**config.mk**
```make
export PLATFORM = sky130hd
export DESIGN_NAME = vid_reg_port
export DESIGN_NICKNAME = d
export VERILOG_FILES = /design/src/rtl/vid_reg_pkg.sv /design/src/rtl/vid_reg_ctrl.sv /design/src/rtl/vid_reg_dpath.sv /design/src/rtl/vid_reg_port.sv
export SDC_FILE = /design/constraint.sdc
export NUM_CORES = 1
export LEC_CHECK = 0
export CAP_MARGIN = 20
export CORE_ASPECT_RATIO = 0.9
export CORE_MARGIN = 2
export CORE_UTILIZATION = 48
export CTS_CLUSTER_DIAMETER = 60
export DETAILED_ROUTE_END_ITERATION = 8
export GPL_TIMING_DRIVEN = 0
export PLACE_DENSITY_LB_ADDON = 0.12
export SYNTH_ARGS = -nofsm -noshare
export SYNTH_HDL_FRONTEND = slang
export SYNTH_SLANG_ARGS = --single-unit
```
**constraint.sdc**
```tcl
create_clock -name clk -period 2.75 [get_ports clk]
set_clock_uncertainty 0.2 [all_clocks]
set_input_delay 0.825 -clock clk [delete_from_list [all_inputs] [get_ports clk]]
set_output_delay 0.825 -clock clk [all_outputs]
set_load 0.03 [all_outputs]
```
**src/rtl/vid_reg_pkg.sv**
```systemverilog
package vid_reg_pkg;
  localparam int DATA_W  = 8;
  localparam int VADDR_W = 15;
  localparam int OAM_AW  = 8;
  localparam int IDX_W   = 3;

  localparam logic [IDX_W-1:0] IDX_CTRL   = 3'd0;
  localparam logic [IDX_W-1:0] IDX_MASK   = 3'd1;
  localparam logic [IDX_W-1:0] IDX_STATUS = 3'd2;
  localparam logic [IDX_W-1:0] IDX_OADDR  = 3'd3;
  localparam logic [IDX_W-1:0] IDX_ODATA  = 3'd4;
  localparam logic [IDX_W-1:0] IDX_SCROLL = 3'd5;
  localparam logic [IDX_W-1:0] IDX_ADDR   = 3'd6;
  localparam logic [IDX_W-1:0] IDX_PORT   = 3'd7;

  // One-cycle action strobes from decode to the datapath
  typedef struct packed {
    logic wrCtrl;
    logic wrMask;
    logic wrScrollA;
    logic wrScrollB;
    logic wrAddrA;
    logic wrAddrB;
    logic wrOamAddr;
    logic wrOamData;
    logic wrPort;
    logic rdStatus;
    logic rdOamData;
    logic rdPort;
    logic holdOn;
  } regStrobe_t;
endpackage

```
**src/rtl/vid_reg_ctrl.sv**
```systemverilog
module vid_reg_ctrl
  import vid_reg_pkg::*;
(
  input  logic             clk,
  input  logic             rstN,
  input  logic [IDX_W-1:0] regIdx,
  input  logic             rdStb,
  input  logic             wrStb,
  input  logic             vblankEnd,
  output regStrobe_t       strb,
  output logic             holdActive
);
  logic holdQ;
  logic secondQ;
  logic rdAct;
  logic wrAct;
  logic wrOpen;

  assign rdAct  = rdStb;
  assign wrAct  = wrStb & ~rdStb;
  assign wrOpen = wrAct & ~holdQ;

  // Start-up lock: set by reset, dropped by the first end-of-blank
  always_ff @(posedge clk or negedge rstN) begin
    if (!rstN)          holdQ <= 1'b1;
    else if (vblankEnd) holdQ <= 1'b0;
  end

  always_comb begin
    strb        = '0;
    strb.holdOn = holdQ;
    if (rdAct) begin
      unique case (regIdx)
        IDX_STATUS: strb.rdStatus  = 1'b1;
        IDX_ODATA:  strb.rdOamData = 1'b1;
        IDX_PORT:   strb.rdPort    = 1'b1;
        default:    ;
      endcase
    end
    if (wrAct) begin
      unique case (regIdx)
        IDX_OADDR: strb.wrOamAddr = 1'b1;
        IDX_ODATA: strb.wrOamData = 1'b1;
        IDX_PORT:  strb.wrPort    = 1'b1;
        default:   ;
      endcase
    end
    if (wrOpen) begin
      unique case (regIdx)
        IDX_CTRL:   strb.wrCtrl    = 1'b1;
        IDX_MASK:   strb.wrMask    = 1'b1;
        IDX_SCROLL: begin
          strb.wrScrollA = ~secondQ;
          strb.wrScrollB =  secondQ;
        end
        IDX_ADDR:   begin
          strb.wrAddrA = ~secondQ;
          strb.wrAddrB =  secondQ;
        end
        default:    ;
      endcase
    end
  end

  // Shared first/second write toggle
  always_ff @(posedge clk or negedge rstN) begin
    if (!rstN)                              secondQ <= 1'b0;
    else if (holdQ)                         secondQ <= 1'b0;
    else if (strb.rdStatus)                 secondQ <= 1'b0;
    else if (strb.wrScrollA | strb.wrAddrA) secondQ <= 1'b1;
    else if (strb.wrScrollB | strb.wrAddrB) secondQ <= 1'b0;
  end

  assign holdActive = holdQ;
endmodule

```
**src/rtl/vid_reg_dpath.sv**
```systemverilog
module vid_reg_dpath
  import vid_reg_pkg::*;
#(
  parameter int ROW_STEP = 32
) (
  input  logic               clk,
  input  logic               rstN,
  input  regStrobe_t         strb,
  input  logic [DATA_W-1:0]  wrData,
  input  logic               vblankStart,
  input  logic               vblankEnd,
  input  logic               spr0HitSet,
  input  logic               sprOvfSet,
  input  logic [DATA_W-1:0]  vramRdData,
  input  logic [DATA_W-1:0]  oamRdData,
  output logic [DATA_W-1:0]  rdData,
  output logic [VADDR_W-1:0] vramAddr,
  output logic [VADDR_W-1:0] tempAddr,
  output logic [2:0]         fineX,
  output logic [DATA_W-1:0]  ctrlOut,
  output logic [DATA_W-1:0]  maskOut,
  output logic [OAM_AW-1:0]  oamAddr,
  output logic [2:0]         flagBits,
  output logic               nmiOut,
  output logic               vramWe,
  output logic               oamWe
);
  localparam logic [VADDR_W-1:0] STEP_COL = VADDR_W'(1);
  localparam logic [VADDR_W-1:0] STEP_ROW = VADDR_W'(ROW_STEP);

  logic [DATA_W-1:0]  ctrlQ, maskQ, bufQ;
  logic [VADDR_W-1:0] tQ, vQ, tNext, vStep;
  logic [2:0]         fxQ;
  logic               blankQ, hitQ, ovfQ;
  logic [OAM_AW-1:0]  oamQ;

  always_comb begin
    tNext = tQ;
    if (strb.wrScrollA) tNext[4:0] = wrData[7:3];
    if (strb.wrScrollB) begin
      tNext[9:5]   = wrData[7:3];
      tNext[14:12] = wrData[2:0];
    end
    if (strb.wrAddrA) begin
      tNext[13:8] = wrData[5:0];
      tNext[14]   = 1'b0;
    end
    if (strb.wrAddrB) tNext[7:0] = wrData;
  end

  assign vStep = ctrlQ[2] ? STEP_ROW : STEP_COL;

  // Configuration registers, cleared while the lock is held
  always_ff @(posedge clk or negedge rstN) begin
    if (!rstN) begin
      ctrlQ <= '0;
      maskQ <= '0;
      tQ    <= '0;
      fxQ   <= '0;
      bufQ  <= '0;
    end else if (strb.holdOn) begin
      ctrlQ <= '0;
      maskQ <= '0;
      tQ    <= '0;
      fxQ   <= '0;
      bufQ  <= '0;
    end else begin
      if (strb.wrCtrl)    ctrlQ <= wrData;
      if (strb.wrMask)    maskQ <= wrData;
      if (strb.wrScrollA) fxQ   <= wrData[2:0];
      tQ <= tNext;
      if (strb.rdPort)    bufQ  <= vramRdData;
    end
  end

  // Live address has no reset
  always_ff @(posedge clk) begin
    if (strb.wrAddrB)                   vQ <= tNext;
    else if (strb.rdPort | strb.wrPort) vQ <= vQ + vStep;
  end

  always_ff @(posedge clk or negedge rstN) begin
    if (!rstN) begin
      blankQ <= 1'b0;
      hitQ   <= 1'b0;
      ovfQ   <= 1'b0;
    end else begin
      if (vblankStart)                       blankQ <= 1'b1;
      else if (vblankEnd | strb.rdStatus)    blankQ <= 1'b0;
      if (spr0HitSet)                        hitQ   <= 1'b1;
      else if (vblankEnd)                    hitQ   <= 1'b0;
      if (sprOvfSet)                         ovfQ   <= 1'b1;
      else if (vblankEnd)                    ovfQ   <= 1'b0;
    end
  end

  always_ff @(posedge clk or negedge rstN) begin
    if (!rstN)               oamQ <= '0;
    else if (strb.wrOamAddr) oamQ <= wrData[OAM_AW-1:0];
    else if (strb.wrOamData) oamQ <= oamQ + OAM_AW'(1);
  end

  always_comb begin
    rdData = '0;
    if (strb.rdStatus)       rdData = {blankQ, hitQ, ovfQ, 5'b0};
    else if (strb.rdOamData) rdData = oamRdData;
    else if (strb.rdPort)    rdData = bufQ;
  end

  assign vramAddr = vQ;
  assign tempAddr = tQ;
  assign fineX    = fxQ;
  assign ctrlOut  = ctrlQ;
  assign maskOut  = maskQ;
  assign oamAddr  = oamQ;
  assign flagBits = {blankQ, hitQ, ovfQ};
  assign nmiOut   = blankQ & ctrlQ[7];
  assign vramWe   = strb.wrPort;
  assign oamWe    = strb.wrOamData;
endmodule

```
**src/rtl/vid_reg_port.sv**
```systemverilog
module vid_reg_port
  import vid_reg_pkg::*;
#(
  parameter int ROW_STEP = 32
) (
  input  logic         clk,
  input  logic         rstN,
  input  logic [2:0]   regIdx,
  input  logic         rdStb,
  input  logic         wrStb,
  input  logic [7:0]   wrData,
  output logic [7:0]   rdData,
  input  logic         vblankStart,
  input  logic         vblankEnd,
  input  logic         spr0HitSet,
  input  logic         sprOvfSet,
  input  logic [7:0]   vramRdData,
  input  logic [7:0]   oamRdData,
  output logic         vramWe,
  output logic         oamWe,
  output logic [14:0]  vramAddr,
  output logic [14:0]  tempAddr,
  output logic [2:0]   fineX,
  output logic [7:0]   ctrlOut,
  output logic [7:0]   maskOut,
  output logic [7:0]   oamAddr,
  output logic         holdActive,
  output logic         nmiOut
);
  regStrobe_t strb;
  logic [2:0] flagBits;

  vid_reg_ctrl u_ctrl (
    .clk        (clk),
    .rstN       (rstN),
    .regIdx     (regIdx),
    .rdStb      (rdStb),
    .wrStb      (wrStb),
    .vblankEnd  (vblankEnd),
    .strb       (strb),
    .holdActive (holdActive)
  );

  vid_reg_dpath #(.ROW_STEP(ROW_STEP)) u_dpath (
    .clk         (clk),
    .rstN        (rstN),
    .strb        (strb),
    .wrData      (wrData),
    .vblankStart (vblankStart),
    .vblankEnd   (vblankEnd),
    .spr0HitSet  (spr0HitSet),
    .sprOvfSet   (sprOvfSet),
    .vramRdData  (vramRdData),
    .oamRdData   (oamRdData),
    .rdData      (rdData),
    .vramAddr    (vramAddr),
    .tempAddr    (tempAddr),
    .fineX       (fineX),
    .ctrlOut     (ctrlOut),
    .maskOut     (maskOut),
    .oamAddr     (oamAddr),
    .flagBits    (flagBits),
    .nmiOut      (nmiOut),
    .vramWe      (vramWe),
    .oamWe       (oamWe)
  );
endmodule

```
==> PnR_summary.wiki, run 1 <==
{| class="wikitable"
! Metric !! Value
|-
| Outcome || finished, violations left
|-
| Violations in the final reports || setup timing
|-
| Flip-flop cell with the highest count after synthesis || sky130_fd_sc_hd__dfrtp_1
|-
| Yosys warning total || 0
|-
| Netlist area before placement || between 3000 and 4000 um2
|-
| Violation count after the first detailed-route iteration || 292
|-
| List of cells traversed by the critical path || buf_12 -> nor2b_4 -> and3b_2 -> a222oi_1 -> inv_2 -> buf_6
|-
| Count of buffers inserted at the top-level ports || around 100
|-
| Total CTS buffers || 9
|-
| Number of global-route vias before repair || around 3400
|-
| Stage delay of the slowest cell on the critical path || about 380 ps
|-
| Leftover overflow at the end of global routing || 0
|-
| Final count of negative-setup-slack endpoints || 8
|-
| Critical-path maximum fanout || 5
|-
| Critical setup path kind || primary input to output pin
|-
| # diodes || 0
|-
| Gpl congestion || 0.892
|-
| Post-placement worst setup slack || -1550 ps
|-
| Number of nets in the final layout || 537
|-
| Layout Area Growth over Synthesis || 43.7%
|-
| Overall power of the completed layout || around 3.7 mW
|-
| RSZ-0062 raised after global routing || true
|-
| Number of buffers inserted by hold repair at cts || 0
|-
| Y dimension of the die || between 80 and 90 um
|-
| Post-Synthesis Mean Instance Area || around 9.9 um2
|-
| Total via count after detailed routing || 3481
|-
| Transition time at the pin with the least slew margin || 869 ps
|-
| # Max-Cap Violations || 0
|-
| Placeable Area || 7430 um2
|-
| Kind of launch point of the worst setup path || primary input
|-
| Starting utilization of the core area || 48.9%
|-
| Setup WS post-layout || -140 ps
|-
| Clock transition at path regs || approximately 80 ps
|-
| TritonCTS clock tree || built
|-
| Crit path time final || around 2900 ps
|-
| First drt pass iteration count || 6
|-
| Buffer and inverter count on the worst path || 3
|-
| Hold WC Path Type || primary input to async pin
|-
| Leak pwr || roughly 2.2 nW
|-
| Horiz. Die Dim || 95.7 um
|-
| Average wire per cell in the routed design || 17.6 um
|-
| Max_slew headroom || between 40% and 50%
|-
| Worst endpoint data arrival time || 1870 ps
|-
| Global routing usage on met1 || a little under two fifths
|-
| Fillcell total || around 590
|-
| Number of failing hold endpoints at the final stage || 0
|-
| Met3 Usage GRT || around 6.3%
|-
| Antenna violations before repair || 0
|-
| Detailed placer's ending HPWL || 7420 um
|-
| Maximum frequency from static timing analysis || 346 MHz
|-
| Clock root buffer master || sky130_fd_sc_hd__clkbuf_8
|-
| Worst hold slack across all endpoints || just over 200 ps
|-
| Slowest-stage cell, CP || sky130_fd_sc_hd__a222oi_1
|-
| Setup crit end kind || output pin
|-
| Clock latency reported for the late side of the worst-skew pair || approximately 360 ps
|-
| Cell Rows || 30
|-
| Proportion of synthesized flip-flops having asynchronous set or reset || 78.6%
|-
| Top Usage Layer GRT || met2
|-
| DRC violations left || 0
|-
| Seq/Total Area, Yosys || 50.3%
|-
| Aggregate negative setup slack || -483 ps
|-
| Die area || between 8000 and 9000 um2
|-
| Fraction of layout instances using a drive strength above 1 || approximately 16%
|-
| Mapped Nets || slightly above 400
|-
| Antenna Violating Nets Remaining || 0
|-
| Register bit total from synthesis || 70
|-
| Cell count after placement || about 570
|-
| Pins Over Slew Limit || 0
|-
| Critical path's top delay family || compound AO/OA/AOI/OAI gates
|-
| Number of enable flip-flop cells after synthesis || 15
|-
| Clock sink count || 70
|-
| Post-DR vias/cell || roughly 5.8
|-
| Tcrit/Tclk final || 105%
|-
| Post-synthesis cell type count || 54
|-
| Met2 usage || 41.8%
|-
| Required @ worst endpoint || 1730 ps
|-
| Routed wire length || 10500 um
|-
| Total GRT Usage || 26.6%
|-
| Clock tree buffer depth || 2
|-
| Pin count of the biggest net entering global routing || 40
|-
| Number of top-level pins || between 100 and 150
|-
| Worst supply voltage drop on vdd || 0.353 mV
|-
| Power Dens Cells || between 700 and 800 nW/um2
|-
| First-pass GRT wire length || 16900 um
|-
| Instance count of the mapped netlist || approximately 370
|-
| Htree depth || 3
|-
| Cell Count, Final, Fillers Out || approximately 600
|}
what timing repair did:
action,in CTS,in global routing
endpoints found under the hold margin,0,0
setup endpoints to repair,25,9
setup buffers,16,0
cloned,0,0
gates resized for setup,115,4
pin swaps,11,7
flip-flops by register name (all words and copies together), names as in the netlist, 3 cells and up:
signal,flops
u_dpath.ctrlOut,8
u_dpath.tempAddr,15
u_dpath.vramAddr,15
u_dpath.fineX,3
u_dpath.maskOut,8
u_dpath.bufQ,8
u_dpath.oamAddr,8
Yosys cell counts (3+ instances only):
cell / instances / area share [%]
sky130_fd_sc_hd__a31oi_1: 4 / 0.69
sky130_fd_sc_hd__or3_1: 6 / 1.0
sky130_fd_sc_hd__a222oi_1: 3 / 0.83
sky130_fd_sc_hd__a21boi_1: 4 / 0.83
sky130_fd_sc_hd__mux2i_1: 11 / 3.0
sky130_fd_sc_hd__o211ai_1: 6 / 1.2
sky130_fd_sc_hd__o21ai_1: 26 / 3.6
sky130_fd_sc_hd__a311oi_1: 3 / 0.72
sky130_fd_sc_hd__nor2_1: 20 / 2.1
sky130_fd_sc_hd__buf_2: 7 / 0.96
sky130_fd_sc_hd__and3_1: 10 / 1.7
sky130_fd_sc_hd__nand3b_1: 16 / 3.3
sky130_fd_sc_hd__clkbuf_1: 12 / 1.2
sky130_fd_sc_hd__dfrtp_1: 54 / 37
sky130_fd_sc_hd__edfxtp_1: 15 / 12
sky130_fd_sc_hd__nor3_1: 8 / 1.1
sky130_fd_sc_hd__xor2_1: 3 / 0.72
sky130_fd_sc_hd__xnor2_1: 3 / 0.72
sky130_fd_sc_hd__ha_1: 4 / 1.4
sky130_fd_sc_hd__nand2_1: 32 / 3.3
sky130_fd_sc_hd__a21oi_1: 14 / 1.9
sky130_fd_sc_hd__inv_1: 17 / 1.8
sky130_fd_sc_hd__a22o_1: 5 / 1.2
sky130_fd_sc_hd__a211oi_1: 8 / 1.7
sky130_fd_sc_hd__nor2b_1: 3 / 0.52
sky130_fd_sc_hd__a221o_1: 7 / 1.9
sky130_fd_sc_hd__nand2b_1: 4 / 0.69
sky130_fd_sc_hd__o21ai_0: 8 / 1.1
sky130_fd_sc_hd__nand3_1: 19 / 2.6
sky130_fd_sc_hd__or4_1: 5 / 1.0
stage by stage:
step | instance area, um2 | util, %
final | 5220 | 70.3
after global routing | 5220 | 70.3
after CTS | 5210 | 70.1
after detailed placement | 4810 | 64.7
after global placement | 4790 | 64.5
after floorplan | 3640 | -
cell families (layout without fill, tap and decap cells):
| group | Yosys count | after routing | share of synthesized area [%] |
|---|---|---|---|
| AOI/OAI and AO/OA | 97 | 97 | 17.9 |
| muxes | 12 | 12 | 3.34 |
| and+or+nand+nor | 139 | 139 | 20.9 |
| adders and majority gates | 4 | 4 | 1.38 |
| DFF | 70 | 70 | 50.3 |
| buffers and inverters | 40 | 175 | 4.78 |
| xor gates and xnor gates | 6 | 6 | 1.45 |
cell usage in the layout, fill, tap and decap left out, types with 11 or more instances in the layout:
cell,instances
sky130_fd_sc_hd__a21oi_1,14
sky130_fd_sc_hd__buf_4,13
sky130_fd_sc_hd__buf_6,15
sky130_fd_sc_hd__clkbuf_1,11
sky130_fd_sc_hd__clkdlybuf4s50_1,86
sky130_fd_sc_hd__dfrtp_1,54
sky130_fd_sc_hd__edfxtp_1,15
sky130_fd_sc_hd__inv_1,15
sky130_fd_sc_hd__mux2i_1,11
sky130_fd_sc_hd__nand2_1,30
sky130_fd_sc_hd__nand3_1,19
sky130_fd_sc_hd__nand3b_1,16
sky130_fd_sc_hd__nor2_1,18
sky130_fd_sc_hd__o21ai_1,26
metal layers:
metal	routed length [um]	share of wire [%]
met5	0	0
met4	110	1.0
met3	793	7.5
met2	4950	47
met1	4690	44
power breakdown:
| part | internal, mW | leakage, nW | total, mW | switching [mW] |
|---|---|---|---|---|
| Combinational | 0.621 | 1.31 | 1.40 | 0.782 |
| Sequential | 1.30 | 0.809 | 1.48 | 0.185 |
| Clock | 0.348 | 0.0946 | 0.805 | 0.457 |
| Total | 2.26 | 2.22 | 3.69 | 1.42 |
cell type report:
type                            count  area, um2  share of cell area (%)
Inverter                           19       73.8                    1.41
Clock inverter                      7       62.6                    1.20
Clock buffer                        9        124                    2.37
Multi-Input combinational cell    258       1690                    32.4
Timing Repair Buffer              120       1220                    23.3
Sequential cell                    70       1830                    35.0
Buffer                             20        108                    2.06
Tap cell                           96        120                    2.30
worst paths after layout:
kind	start	depth (start not counted)	slack, ps	to
hold / removal	rstN	1	200	u_dpath.tempAddr[7]
setup reg to reg	u_dpath.ctrlOut[2]	6	320	u_dpath.vramAddr[10]
hold reg to reg	u_dpath.hitQ	1	310	u_dpath.hitQ
setup / recovery	regIdx[1]	6	-140	rdData[6]
min in group clk	u_dpath.hitQ	1	310	u_dpath.hitQ
max in group asynchronous	rstN	2	1540	u_ctrl.holdActive
(Power assumes the default switching activity.)
==> run 2, diff against run 1 <==
--- a/config.mk
+++ b/config.mk
@@ -7,10 +7,10 @@
 export LEC_CHECK = 0
 export CAP_MARGIN = 20
 export CORE_ASPECT_RATIO = 0.9
-export CORE_MARGIN = 2
 export CORE_UTILIZATION = 48
 export CTS_CLUSTER_DIAMETER = 60
 export DETAILED_ROUTE_END_ITERATION = 8
+export GPL_ROUTABILITY_DRIVEN = 0
 export GPL_TIMING_DRIVEN = 0
 export PLACE_DENSITY_LB_ADDON = 0.12
 export SYNTH_ARGS = -nofsm -noshare
==> constraint.sdc (replaced) <==
create_clock -name clk -period 3.2 [get_ports clk]
set_clock_uncertainty 0.2 [all_clocks]
set_input_delay 0.96 -clock clk [delete_from_list [all_inputs] [get_ports clk]]
set_output_delay 0.96 -clock clk [all_outputs]
set_load 0.03 [all_outputs]
==> run 2 against run 1 <==
The run now ends clean. Utilization grew 1.4 points. Largest cell class unchanged. Critical path depth is the same. Largest power group unchanged. First-iteration DRC count shrank 14%.
==> PnR_summary.wiki, run 2 (synthesis gave the netlist of run 1 again) <==
{| class="wikitable"
! Metric !! Value
|-
| Number of buffers inserted by hold repair at cts || 0 (unchanged)
|-
| Worst supply voltage drop on vdd || 0.436 mV (+24%)
|-
| Critical setup path kind || primary input to output pin
|-
| Number of failing hold endpoints at the final stage || 0 (unchanged)
|-
| List of cells traversed by the critical path || buf_12 -> nor2b_4 -> and3b_2 -> a222oi_1 -> inv_1 -> buf_6
|-
| Kind of launch point of the worst setup path || primary input
|-
| Clock root buffer master || sky130_fd_sc_hd__clkbuf_8
|-
| Total via count after detailed routing || 3511 (+0.86%)
|-
| Average wire per cell in the routed design || 17.9 um (+1.7%)
|-
| # diodes || 0 (unchanged)
|-
| Max_slew headroom || 42.8% (+1.0 points)
|-
| Htree depth || 3 (unchanged)
|-
| RSZ-0062 raised after global routing || true
|-
| Placeable Area || 7180 um2 (-3.3%)
|-
| Final count of negative-setup-slack endpoints || 0 (-8)
|-
| Clock latency reported for the late side of the worst-skew pair || 360 ps (about the same)
|-
| Power Dens Cells || 618 nW/um2 (-13%)
|-
| Leading cell types in the layout, fill and taps excluded || sky130_fd_sc_hd__clkdlybuf4s50_1 (87), sky130_fd_sc_hd__dfrtp_1 (54), sky130_fd_sc_hd__nand2_1 (30)
|-
| Leak pwr || 2.20 nW (-0.90%)
|-
| Total GRT Usage || 28.2% (+1.5 points)
|-
| Horiz. Die Dim || 93.7 um (-2.1%)
|-
| Leftover overflow at the end of global routing || 0 (unchanged)
|-
| Routed wire length || 10700 um (+1.6%)
|-
| Most common cell after layout, fill and taps aside || sky130_fd_sc_hd__clkdlybuf4s50_1
|-
| Setup crit end kind || output pin
|-
| Number of top-level pins || 104 (unchanged)
|-
| Die area || 7930 um2 (-4.4%)
|-
| Antenna violations before repair || 0 (unchanged)
|-
| DRC violations left || 0 (unchanged)
|-
| First drt pass iteration count || 6 (unchanged)
|-
| Post-placement worst setup slack || -1480 ps (+68.6 ps)
|-
| Number of nets in the final layout || 539 (+0.37%)
|-
| Setup WS post-layout || 22.0 ps (+162 ps)
|-
| Total CTS buffers || 9 (unchanged)
|-
| Pin count of the biggest net entering global routing || 33 (-18%)
|-
| First-pass GRT wire length || 17100 um (+1.0%)
|-
| Overall power of the completed layout || 3.18 mW (-14%)
|-
| Global routing usage on met1 || 39.0% (+1.4 points)
|-
| # Max-Cap Violations || 0 (unchanged)
|-
| Antenna Violating Nets Remaining || 0 (unchanged)
|-
| Slowest-stage cell, CP || sky130_fd_sc_hd__a222oi_1
|-
| Outcome || finished clean
|-
| Fraction of layout instances using a drive strength above 1 || 14.5% (-1.1 points)
|-
| Buffer and inverter count on the worst path || 3 (unchanged)
|-
| Stage delay of the slowest cell on the critical path || 340 ps (-40 ps)
|-
| Critical-path maximum fanout || 8 (+3)
|-
| Top Usage Layer GRT || met2
|-
| TritonCTS clock tree || built
|-
| Detailed placer's ending HPWL || 7310 um (-1.5%)
|-
| Hold WC Path Type || flip-flop to flip-flop
|-
| Count of buffers inserted at the top-level ports || 103 (unchanged)
|-
| Transition time at the pin with the least slew margin || 853 ps (-15.6 ps)
|-
| Clock transition at path regs || 70 ps (about the same)
|-
| Number of global-route vias before repair || 3405 (+1.6%)
|-
| Clock sink count || 70 (unchanged)
|-
| Pins Over Slew Limit || 0 (unchanged)
|-
| Tcrit/Tclk final || 99.3%
|-
| Met2 usage || 44.4% (+2.6 points)
|-
| Required @ worst endpoint || 2040 ps (+310 ps)
|-
| Post-DR vias/cell || 5.87 (+1.0%)
|-
| Met3 Usage GRT || 6.79% (+0.45 points)
|-
| Starting utilization of the core area || 50.6% (+1.7 points)
|-
| Critical path's top delay family || simple AND/OR/NAND/NOR gates
|-
| Layout Area Growth over Synthesis || 41.7%
|-
| Cell Rows || 29 (-3.3%)
|-
| Clock tree buffer depth || 2 (unchanged)
|-
| Crit path time final || ~3200 ps
|-
| Worst endpoint data arrival time || 2020 ps (+150 ps)
|-
| Maximum frequency from static timing analysis || around 310 MHz
|-
| Violation count after the first detailed-route iteration || 250 (-14%)
|-
| Y dimension of the die || 84.6 um (-2.3%)
|}
-- run 2: cell types whose count changed in the layout (fill, tap and decap cells not counted), moves of 2 or more --
cell | previous run | this run
sky130_fd_sc_hd__buf_6 | 15 | 5
sky130_fd_sc_hd__buf_4 | 13 | 21
sky130_fd_sc_hd__buf_2 | 8 | 12
sky130_fd_sc_hd__buf_12 | 4 | 1
sky130_fd_sc_hd__a22o_1 | 3 | 5
sky130_fd_sc_hd__a22o_4 | 2 | 0
sky130_fd_sc_hd__clkinv_2 | 0 | 2
sky130_fd_sc_hd__inv_1 | 15 | 17
sky130_fd_sc_hd__inv_6 | 2 | 0
sky130_fd_sc_hd__inv_8 | 2 | 0
-- run 2: where the power goes --
group	switching [mW]	internal [mW]	total (mW)
clock	0.346	0.358	0.704
combinational	0.673	0.528	1.20
sequential	0.163	1.11	1.28
-- run 2: final cells by class --
cell class | instances | area [um2]
Buffer | 20 | 108
Inverter | 19 | 71.3
Multi-Input combinational cell | 258 | 1680
Timing Repair Buffer | 122 | 1170
Clock buffer | 10 | 128
Tap cell | 93 | 116
Clock inverter | 6 | 60.1
Fill cell | 543 | 2030
Sequential cell | 70 | 1830
-- run 2: worst reg2reg max path, stage by stage, from the launching register on --
cell and delay [ps]:
sky130_fd_sc_hd__dfrtp_1 380, sky130_fd_sc_hd__inv_1 60, sky130_fd_sc_hd__ha_1 230, sky130_fd_sc_hd__ha_1 250
sky130_fd_sc_hd__a31oi_1 710, sky130_fd_sc_hd__or3_1 220, sky130_fd_sc_hd__a31oi_1 90
-- run 2: what timing repair did --
item	in CTS	in global routing
pin swaps	7	5
setup endpoints to repair	10	6
resized for setup	88	9
buffers inserted	17	1
-- run 2: path summary, 6_finish.rpt --
path | from | to | slack, ps | depth (start not counted)
worst min register to register | u_dpath.ovfQ | u_dpath.ovfQ | 290 | 1
worst max-delay path | regIdx[1] | rdData[6] | 20 | 6
min in group asynchronous | rstN | u_dpath.tempAddr[7] | 490 | 1
max in group asynchronous | rstN | u_ctrl.holdActive | 1650 | 2
worst max register to register | u_dpath.ctrlOut[2] | u_dpath.vramAddr[10] | 780 | 6
worst min-delay path | u_dpath.ovfQ | u_dpath.ovfQ | 290 | 1
-- run 2: metrics by stage --
| step | hold WS, ps | setup TNS (ps) | cell area, um2 | std cells | utilization (%) |
|---|---|---|---|---|---|
| 3_5_place_dp | 268 | -16240 | 4810 | 565 | 66.9 |
| 4_1_cts | 294 | 0 | 5130 | 597 | 71.4 |
| 3_3_place_gp | 277 | -56410 | 4780 | 564 | 66.6 |
| 6_report | 291 | 0 | 5150 | 598 | 71.7 |
| 5_1_grt | 323 | -14.3 | 5150 | 598 | 71.7 |
| 2_1_floorplan | 250 | 0 | 3640 | 368 | - |
-- run 2: per-layer routing --
| metal | vias up | part of all wire [%] |
|---|---|---|
| met2 | 164 | 47 |
| met5 | - | 0 |
| li1 | 1625 | - |
| met1 | 1705 | 44 |
| met3 | 17 | 7.5 |
| met4 | 0 | 1.7 |
